### src/rtl/burst_sram_pkg.sv
package burst_sram_pkg;
  localparam int LANE_BITS = 9;

  // Low two address bits for a beat, by burst order
  function automatic logic [1:0] beat_low(input logic [1:0] start,
                                          input logic [1:0] beat,
                                          input logic       linear);
    logic [1:0] r;
    if (linear) r = start + beat;
    else        r = start ^ beat;
    return r;
  endfunction
endpackage

### src/rtl/burst_ctrl.sv
module burst_ctrl #(
  parameter int AW = 6
) (
  input  logic          clk,
  input  logic          rst_n,
  input  logic          sleep,
  input  logic [AW-1:0] addr,
  input  logic          strobe_cpu_n,
  input  logic          strobe_cache_n,
  input  logic          advance_n,
  input  logic          chip_en_n,
  input  logic          sel_hi,
  input  logic          sel_lo_n,
  input  logic          seq_linear,
  output logic          acc_go,
  output logic          acc_wr_ok,
  output logic [AW-1:0] acc_addr
);
  import burst_sram_pkg::*;

  logic          active_q, active_d;
  logic [AW-1:0] base_q, base_d;
  logic [1:0]    beat_q, beat_d;
  logic          selected, strobe, start_c, cont_c;
  logic [AW-1:0] cur_base;

  assign selected = !chip_en_n && sel_hi && !sel_lo_n;
  assign strobe   = !strobe_cpu_n || !strobe_cache_n;

  always_comb begin
    active_d  = active_q;
    base_d    = base_q;
    beat_d    = beat_q;
    acc_go    = 1'b0;
    acc_wr_ok = 1'b0;
    start_c   = 1'b0;
    cont_c    = 1'b0;
    if (!sleep) begin
      if (strobe && selected) begin
        start_c   = 1'b1;
        acc_go    = 1'b1;
        acc_wr_ok = strobe_cpu_n;
        active_d  = 1'b1;
        base_d    = addr;
        beat_d    = 2'd0;
      end else if (strobe) begin
        active_d = 1'b0;
      end else if (active_q) begin
        cont_c    = 1'b1;
        acc_go    = 1'b1;
        acc_wr_ok = 1'b1;
        if (!advance_n) beat_d = beat_q + 2'd1;
      end
    end
  end

  assign cur_base = start_c ? addr : base_q;
  assign acc_addr = {cur_base[AW-1:2], beat_low(cur_base[1:0], beat_d, seq_linear)};

  always_ff @(posedge clk or negedge rst_n) begin
    if (!rst_n) begin
      active_q <= 1'b0;
      base_q   <= '0;
      beat_q   <= 2'd0;
    end else begin
      active_q <= active_d;
      base_q   <= base_d;
      beat_q   <= beat_d;
    end
  end

  AST_START_LOADS: assert property (@(posedge clk) disable iff (!rst_n)
    start_c |=> (beat_q == 2'd0 && base_q == $past(addr) && active_q));

  AST_BEAT_STEPS: assert property (@(posedge clk) disable iff (!rst_n)
    (cont_c && !advance_n) |=> (beat_q == $past(beat_q) + 2'd1));

  AST_SUSPEND_HOLDS: assert property (@(posedge clk) disable iff (!rst_n)
    (cont_c && advance_n) |=> $stable(beat_q));

  AST_DESELECT_CLOSES: assert property (@(posedge clk) disable iff (!rst_n)
    (!sleep && strobe && !selected) |=> !active_q);
endmodule

### src/rtl/lane_write_decode.sv
module lane_write_decode #(
  parameter int LANES = 4
) (
  input  logic             wr_ok,
  input  logic             wr_all_n,
  input  logic             wr_bytes_n,
  input  logic [LANES-1:0] lane_sel_n,
  output logic             is_write,
  output logic [LANES-1:0] lane_mask
);
  always_comb begin
    is_write  = wr_ok && (!wr_all_n || !wr_bytes_n);
    lane_mask = '0;
    if (wr_ok) begin
      if (!wr_all_n)        lane_mask = '1;
      else if (!wr_bytes_n) lane_mask = ~lane_sel_n;
    end
  end
endmodule

### src/rtl/lane_array.sv
module lane_array #(
  parameter int AW = 6,
  parameter int DW = 36
) (
  input  logic                        clk,
  input  logic                        rst_n,
  input  logic                        sleep,
  input  logic                        acc_go,
  input  logic                        is_write,
  input  logic [DW/burst_sram_pkg::LANE_BITS-1:0] lane_mask,
  input  logic [AW-1:0]               acc_addr,
  input  logic [DW-1:0]               wdata,
  output logic [DW-1:0]               out_q,
  output logic                        drive_q
);
  import burst_sram_pkg::*;
  localparam int LANES = DW / LANE_BITS;
  localparam int DEPTH = 1 << AW;

  logic          rd_pend_q;
  logic [AW-1:0] rd_addr_q;
  logic [DW-1:0] rd_word;

  for (genvar g = 0; g < LANES; g++) begin : g_lane
    logic [LANE_BITS-1:0] store [DEPTH];
    always_ff @(posedge clk) begin
      if (acc_go && is_write && lane_mask[g])
        store[acc_addr] <= wdata[g*LANE_BITS +: LANE_BITS];
    end
    assign rd_word[g*LANE_BITS +: LANE_BITS] = store[rd_addr_q];
  end

  always_ff @(posedge clk or negedge rst_n) begin
    if (!rst_n) begin
      rd_pend_q <= 1'b0;
      rd_addr_q <= '0;
      drive_q   <= 1'b0;
      out_q     <= '0;
    end else begin
      rd_pend_q <= acc_go && !is_write && !sleep;
      if (acc_go) rd_addr_q <= acc_addr;
      drive_q   <= rd_pend_q && !sleep;
      if (rd_pend_q) out_q <= rd_word;
    end
  end

  AST_READ_ONE_STAGE: assert property (@(posedge clk) disable iff (!rst_n)
    (rd_pend_q && !sleep) |=> drive_q);

  AST_IDLE_RELEASES: assert property (@(posedge clk) disable iff (!rst_n)
    !rd_pend_q |=> !drive_q);

  AST_WRITE_NOT_DRIVEN: assert property (@(posedge clk) disable iff (!rst_n)
    (acc_go && is_write) |=> !rd_pend_q);

  AST_SLEEP_FLUSHES: assert property (@(posedge clk) disable iff (!rst_n)
    sleep |=> (!rd_pend_q && !drive_q));
endmodule

### src/rtl/burst_sram.sv
module burst_sram #(
  parameter int AW = 6,
  parameter int DW = 36
) (
  input  logic                 clk,
  input  logic                 rst_n,
  input  logic [AW-1:0]        addr,
  input  logic [DW-1:0]        wdata,
  output logic [DW-1:0]        rdata,
  output logic                 rdata_en,
  input  logic                 strobe_cpu_n,
  input  logic                 strobe_cache_n,
  input  logic                 advance_n,
  input  logic                 chip_en_n,
  input  logic                 sel_hi,
  input  logic                 sel_lo_n,
  input  logic                 wr_all_n,
  input  logic                 wr_bytes_n,
  input  logic [DW/9-1:0]      lane_sel_n,
  input  logic                 seq_linear,
  input  logic                 out_en_n,
  input  logic                 sleep
);
  localparam int LANES = DW / burst_sram_pkg::LANE_BITS;

  logic             acc_go, acc_wr_ok, is_write, drive_q;
  logic [AW-1:0]    acc_addr;
  logic [LANES-1:0] lane_mask;

  burst_ctrl #(.AW(AW)) u_ctrl (
    .clk(clk), .rst_n(rst_n), .sleep(sleep), .addr(addr),
    .strobe_cpu_n(strobe_cpu_n), .strobe_cache_n(strobe_cache_n),
    .advance_n(advance_n), .chip_en_n(chip_en_n), .sel_hi(sel_hi),
    .sel_lo_n(sel_lo_n), .seq_linear(seq_linear),
    .acc_go(acc_go), .acc_wr_ok(acc_wr_ok), .acc_addr(acc_addr)
  );

  lane_write_decode #(.LANES(LANES)) u_dec (
    .wr_ok(acc_wr_ok), .wr_all_n(wr_all_n), .wr_bytes_n(wr_bytes_n),
    .lane_sel_n(lane_sel_n), .is_write(is_write), .lane_mask(lane_mask)
  );

  lane_array #(.AW(AW), .DW(DW)) u_arr (
    .clk(clk), .rst_n(rst_n), .sleep(sleep), .acc_go(acc_go),
    .is_write(is_write), .lane_mask(lane_mask), .acc_addr(acc_addr),
    .wdata(wdata), .out_q(rdata), .drive_q(drive_q)
  );

  assign rdata_en = drive_q && !out_en_n && !sleep;

  AST_CPU_OPEN_READS: assert property (@(posedge clk) disable iff (!rst_n)
    (!sleep && !strobe_cpu_n && !chip_en_n && sel_hi && !sel_lo_n) |-> !is_write);

  AST_RESET_QUIET: assert property (@(posedge clk) disable iff (!rst_n)
    $rose(rst_n) |-> !rdata_en);
endmodule

### config.mk
export PLATFORM = sky130hd
export DESIGN_NAME = burst_sram
export DESIGN_NICKNAME = d
export VERILOG_FILES = /design/src/rtl/burst_sram_pkg.sv /design/src/rtl/burst_ctrl.sv /design/src/rtl/lane_write_decode.sv /design/src/rtl/lane_array.sv /design/src/rtl/burst_sram.sv
export SDC_FILE = /design/constraint.sdc
export NUM_CORES = 2
export LEC_CHECK = 0
export BUFFER_PORTS_ARGS = -buffer_cell sky130_fd_sc_hd__buf_2
export CAP_MARGIN = 20
export CORE_ASPECT_RATIO = 1.75
export CORE_MARGIN = 2
export CORE_UTILIZATION = 31
export CTS_CLUSTER_DIAMETER = 150
export DETAILED_ROUTE_END_ITERATION = 16
export HOLD_SLACK_MARGIN = 0.05
export PLACE_DENSITY_LB_ADDON = 0.15
export SLEW_MARGIN = 15
export SYNTH_ARGS = -nofsm -noshare
export SYNTH_HDL_FRONTEND = slang
export SYNTH_SLANG_ARGS = --single-unit
### constraint.sdc
create_clock -name clk -period 4.2 [get_ports clk]
set_input_delay 0 -clock clk [delete_from_list [all_inputs] [get_ports clk]]
set_output_delay 0 -clock clk [all_outputs]
set_load 0.1 [all_outputs]
==> run_results.csv <==
group,metric,value,unit
floorplanning,die_x,414,um
pwr,power_density,552,nW/um2
grt,grt_max_degree,72,
route,wl_per_cell,29.2,um
logic_synthesis,synth_edf_count,2304,
logic_synthesis,synth_top_cell_area_share,0.757,
final_layout,final_core_util,0.362,
timing,final_hold_viol_count,0,
timing,tns,0,ns
logic_synthesis,synth_area_leaders,"edfxtp_1, mux4_2, mux2i_1",
worst_setup_path,worst_setup_path_start_kind,"flip-flop",
timing,fin_crit_sh,0.940,
grt,grtUsageTotal,0.176,
floorplanning,core_area,293000,um2
clock_tree,cts_setup_buffers,0,
clock_tree,clock_path_buffers,4,
worst_setup_path,critPathArrivalTime,4.42,ns
worst_setup_path,critPathSlowestCell,"nor2_1",
placed_design,portBuffers,95,
clock_tree,insertion_delay,0.87,ns
logic_synthesis,yosysWarnings,0,
clock_tree,h-tree-depth,4,
pwr,peakVddDrop,342,uV
timing,final-max-slew-violation-count,0,
worst_hold_path,hp-class,"in -> reg",
route,first_pass_iters,5,
timing,setup_ws,0.252,ns
worst_setup_path,crit_type,"reg -> reg",
pwr,p_leak,33.7,nW
clock_tree,cts_tree,"built",
timing,setup_violations,0,
timing,fin_skew,0.0355,ns
timing,finalCriticalPeriod,3.95,ns
final_layout,fin_cells,9147,
logic_synthesis,seq_area_frac_synth,0.772,
placed_design,place_congestion,0.812,
final_layout,final_net_count,5190,
pwr,power.total,58.6,mW
worst_setup_path,end_kind,"flip-flop",
worst_setup_path,cp.required,4.67,ns
logic_synthesis,yosys.area.top_type,"edfxtp_1",
status,status,"complete, no violations",
timing,timing.fmax,253,MHz
logic_synthesis,syn_inst,4745,
logic_synthesis,async_flop_share,0.0225,
logic_synthesis,synth_nets,4805,
logic_synthesis,synthTopCellsByCount,"edfxtp_1, mux4_2, nor2_1",
clock_tree,clock-sinks,2357,
final_layout,drive_above_1_share,0.222,
logic_synthesis,synth.most_common_cell,"edfxtp_1",
final_layout,design_area,106000,um2
clock_tree,cts_buffers,212,
final_layout,area_growth,16.2,%
worst_setup_path,cpPeakStageDelay,0.73,ns
floorplanning,rows,263,
grt,grt_pass1_wl,376,mm
placed_design,place_area,98300,um2
timing,rsz0062_at_grt,"false",
worst_setup_path,crit_path_max_fanout,15,
timing,hold_ws,0.0706,ns
worst_setup_path,crit_path_cell_trace,"nand4b_4, or3_1, dlygate4sd3_1, a21oi_1, ha_1, inv_1, and2_2, buf_12, nand2_1, nor2_1",
grt,antenna_found_initial,18,
logic_synthesis,synth_seq_cells,2357,
route,drt-total-wl,267,mm
flow_run,drv_cap,0,
route,drtAntennaViolNets,0,
placed_design,dp_hpwl,171,mm
route,num_vias,45900,
floorplanning,design.die.area,299000,um2
placed_design,dp_cells,8688,
timing,relSlewSlack,0.235,
clock_tree,cts.clk_slew.worst_paths,0.07,ns
logic_synthesis,ys_types,54,
logic_synthesis,syn_area,91400,um2
logic_synthesis,synthFlopType,"edfxtp_1",
floorplanning,floorplan.die.height,722,um
timing,worst_pin_slew,1.15,ns
grt,grt_pass1_vias,49100,
clock_tree,root_buffer,"clkbuf_16",
route,drt_iter0_markers,3431,
route,route.detailed.drc,0,
floorplanning,start_util,0.312,
route,via_per_inst,5.02,
floorplanning,io_pins,96,
placed_design,dpl_worst_slack,0.472,ns
grt,grt_overflow,0,
logic_synthesis,syn_area_per_cell,19.3,um2
## cell families (layout without fill, tap and decap cells)
kind of cell               after synthesis  in the layout  share of synthesized area
AOI/OAI and AO/OA                      495            495                     0.0363
xor gates and xnor gates                 4              4                   0.000616
adders and majority gates                1              1                   0.000137
buffers and inverters                  288            841                     0.0140
DFF                                   2357           2357                      0.772
muxes                                  721            721                      0.134
other                                    0              7                          0
and+or+nand+nor                        879            879                     0.0434
## routing by layer
metal  vias up  GRT usage  wire [um]
li1      20000          -          -
met1     24600      0.206     103000
met2      1011      0.331     145000
met3       367     0.0181       8650
met4         0     0.0622       9640
met5         -          0          0
## worst paths after layout
path / startpoint / end / slack [ns] / depth (start not counted)
hold / removal: seq_linear / u_arr.g_lane[2].store[35][8] / 0.07 / 4
min in group asynchronous: rst_n / u_arr.out_q[14] / 0.26 / 4
max in group asynchronous: rst_n / u_arr.rd_addr_q[0] / 3.14 / 4
setup reg to reg: u_ctrl.active_q / u_arr.g_lane[3].store[12][5] / 0.25 / 10
hold reg to reg: u_ctrl.active_q / u_ctrl.active_q / 0.61 / 2
setup / recovery: u_ctrl.active_q / u_arr.g_lane[3].store[12][5] / 0.25 / 10
## where the power goes
part / internal [mW] / leakage [nW] / switching [mW]
combinational: 4.63 / 8.78 / 7.41
clock: 11.7 / 3.50 / 8.69
sequential: 25.9 / 21.4 / 0.297
total: 42.2 / 33.7 / 16.4
## cell usage in the layout (no fill, tap or decap), drive strengths merged, types with 3 or more instances in the layout
cell and count:
a211oi 72, a21oi 115, a22oi 144, a31oi 5, and2 4, buf 385
bufinv 35, clkbuf 247, clkinv 92, clkinvlp 7, dfrtp 53, diode 7
dlygate4sd3 67, edfxtp 2304, inv 8, mux2 37, mux2i 288, mux4 396
nand2 251, nand2b 3, nand3 3, nand4b 4, nor2 390, nor2b 119
nor3 3, nor3b 5, nor4 81, o21ai 10, o22ai 107, o32ai 37
or4 4
## state kept, by name, indices dropped and copies added (netlist names)
name and flops:
u_arr.g_lane.store 2304, u_arr.out_q 36, u_arr.rd_addr_q 6, u_ctrl.base_q 6
u_ctrl.beat_q 2, u_arr.drive_q 1, u_arr.rd_pend_q 1, u_ctrl.active_q 1
## worst max-delay path: cells and delay by family (launching register included)
family / cells / cell delay [ns]
AOI/OAI and AO/OA: 1 / 0.21
and+or+nand+nor: 5 / 1.57
adders and majority gates: 1 / 0.34
buffers and inverters: 3 / 0.99
DFF: 1 / 0.40
## cell type report
cell class	count	area, um2
Tap cell	3842	4810
Clock inverter	135	1540
Clock buffer	247	5600
Inverter	7	26.3
Timing Repair Buffer	452	3880
Multi-Input combinational cell	2100	19800
Antenna cell	7	17.5
Fill cell	27100	187000
Sequential cell	2357	70500
## timing repair
action,in CTS,in global routing
gates resized for setup,0,1
setup endpoints to repair,0,9
endpoints found under the hold margin,1970,0
hold buffers,68,0
Note: power is estimated with default switching activity, not from simulation.
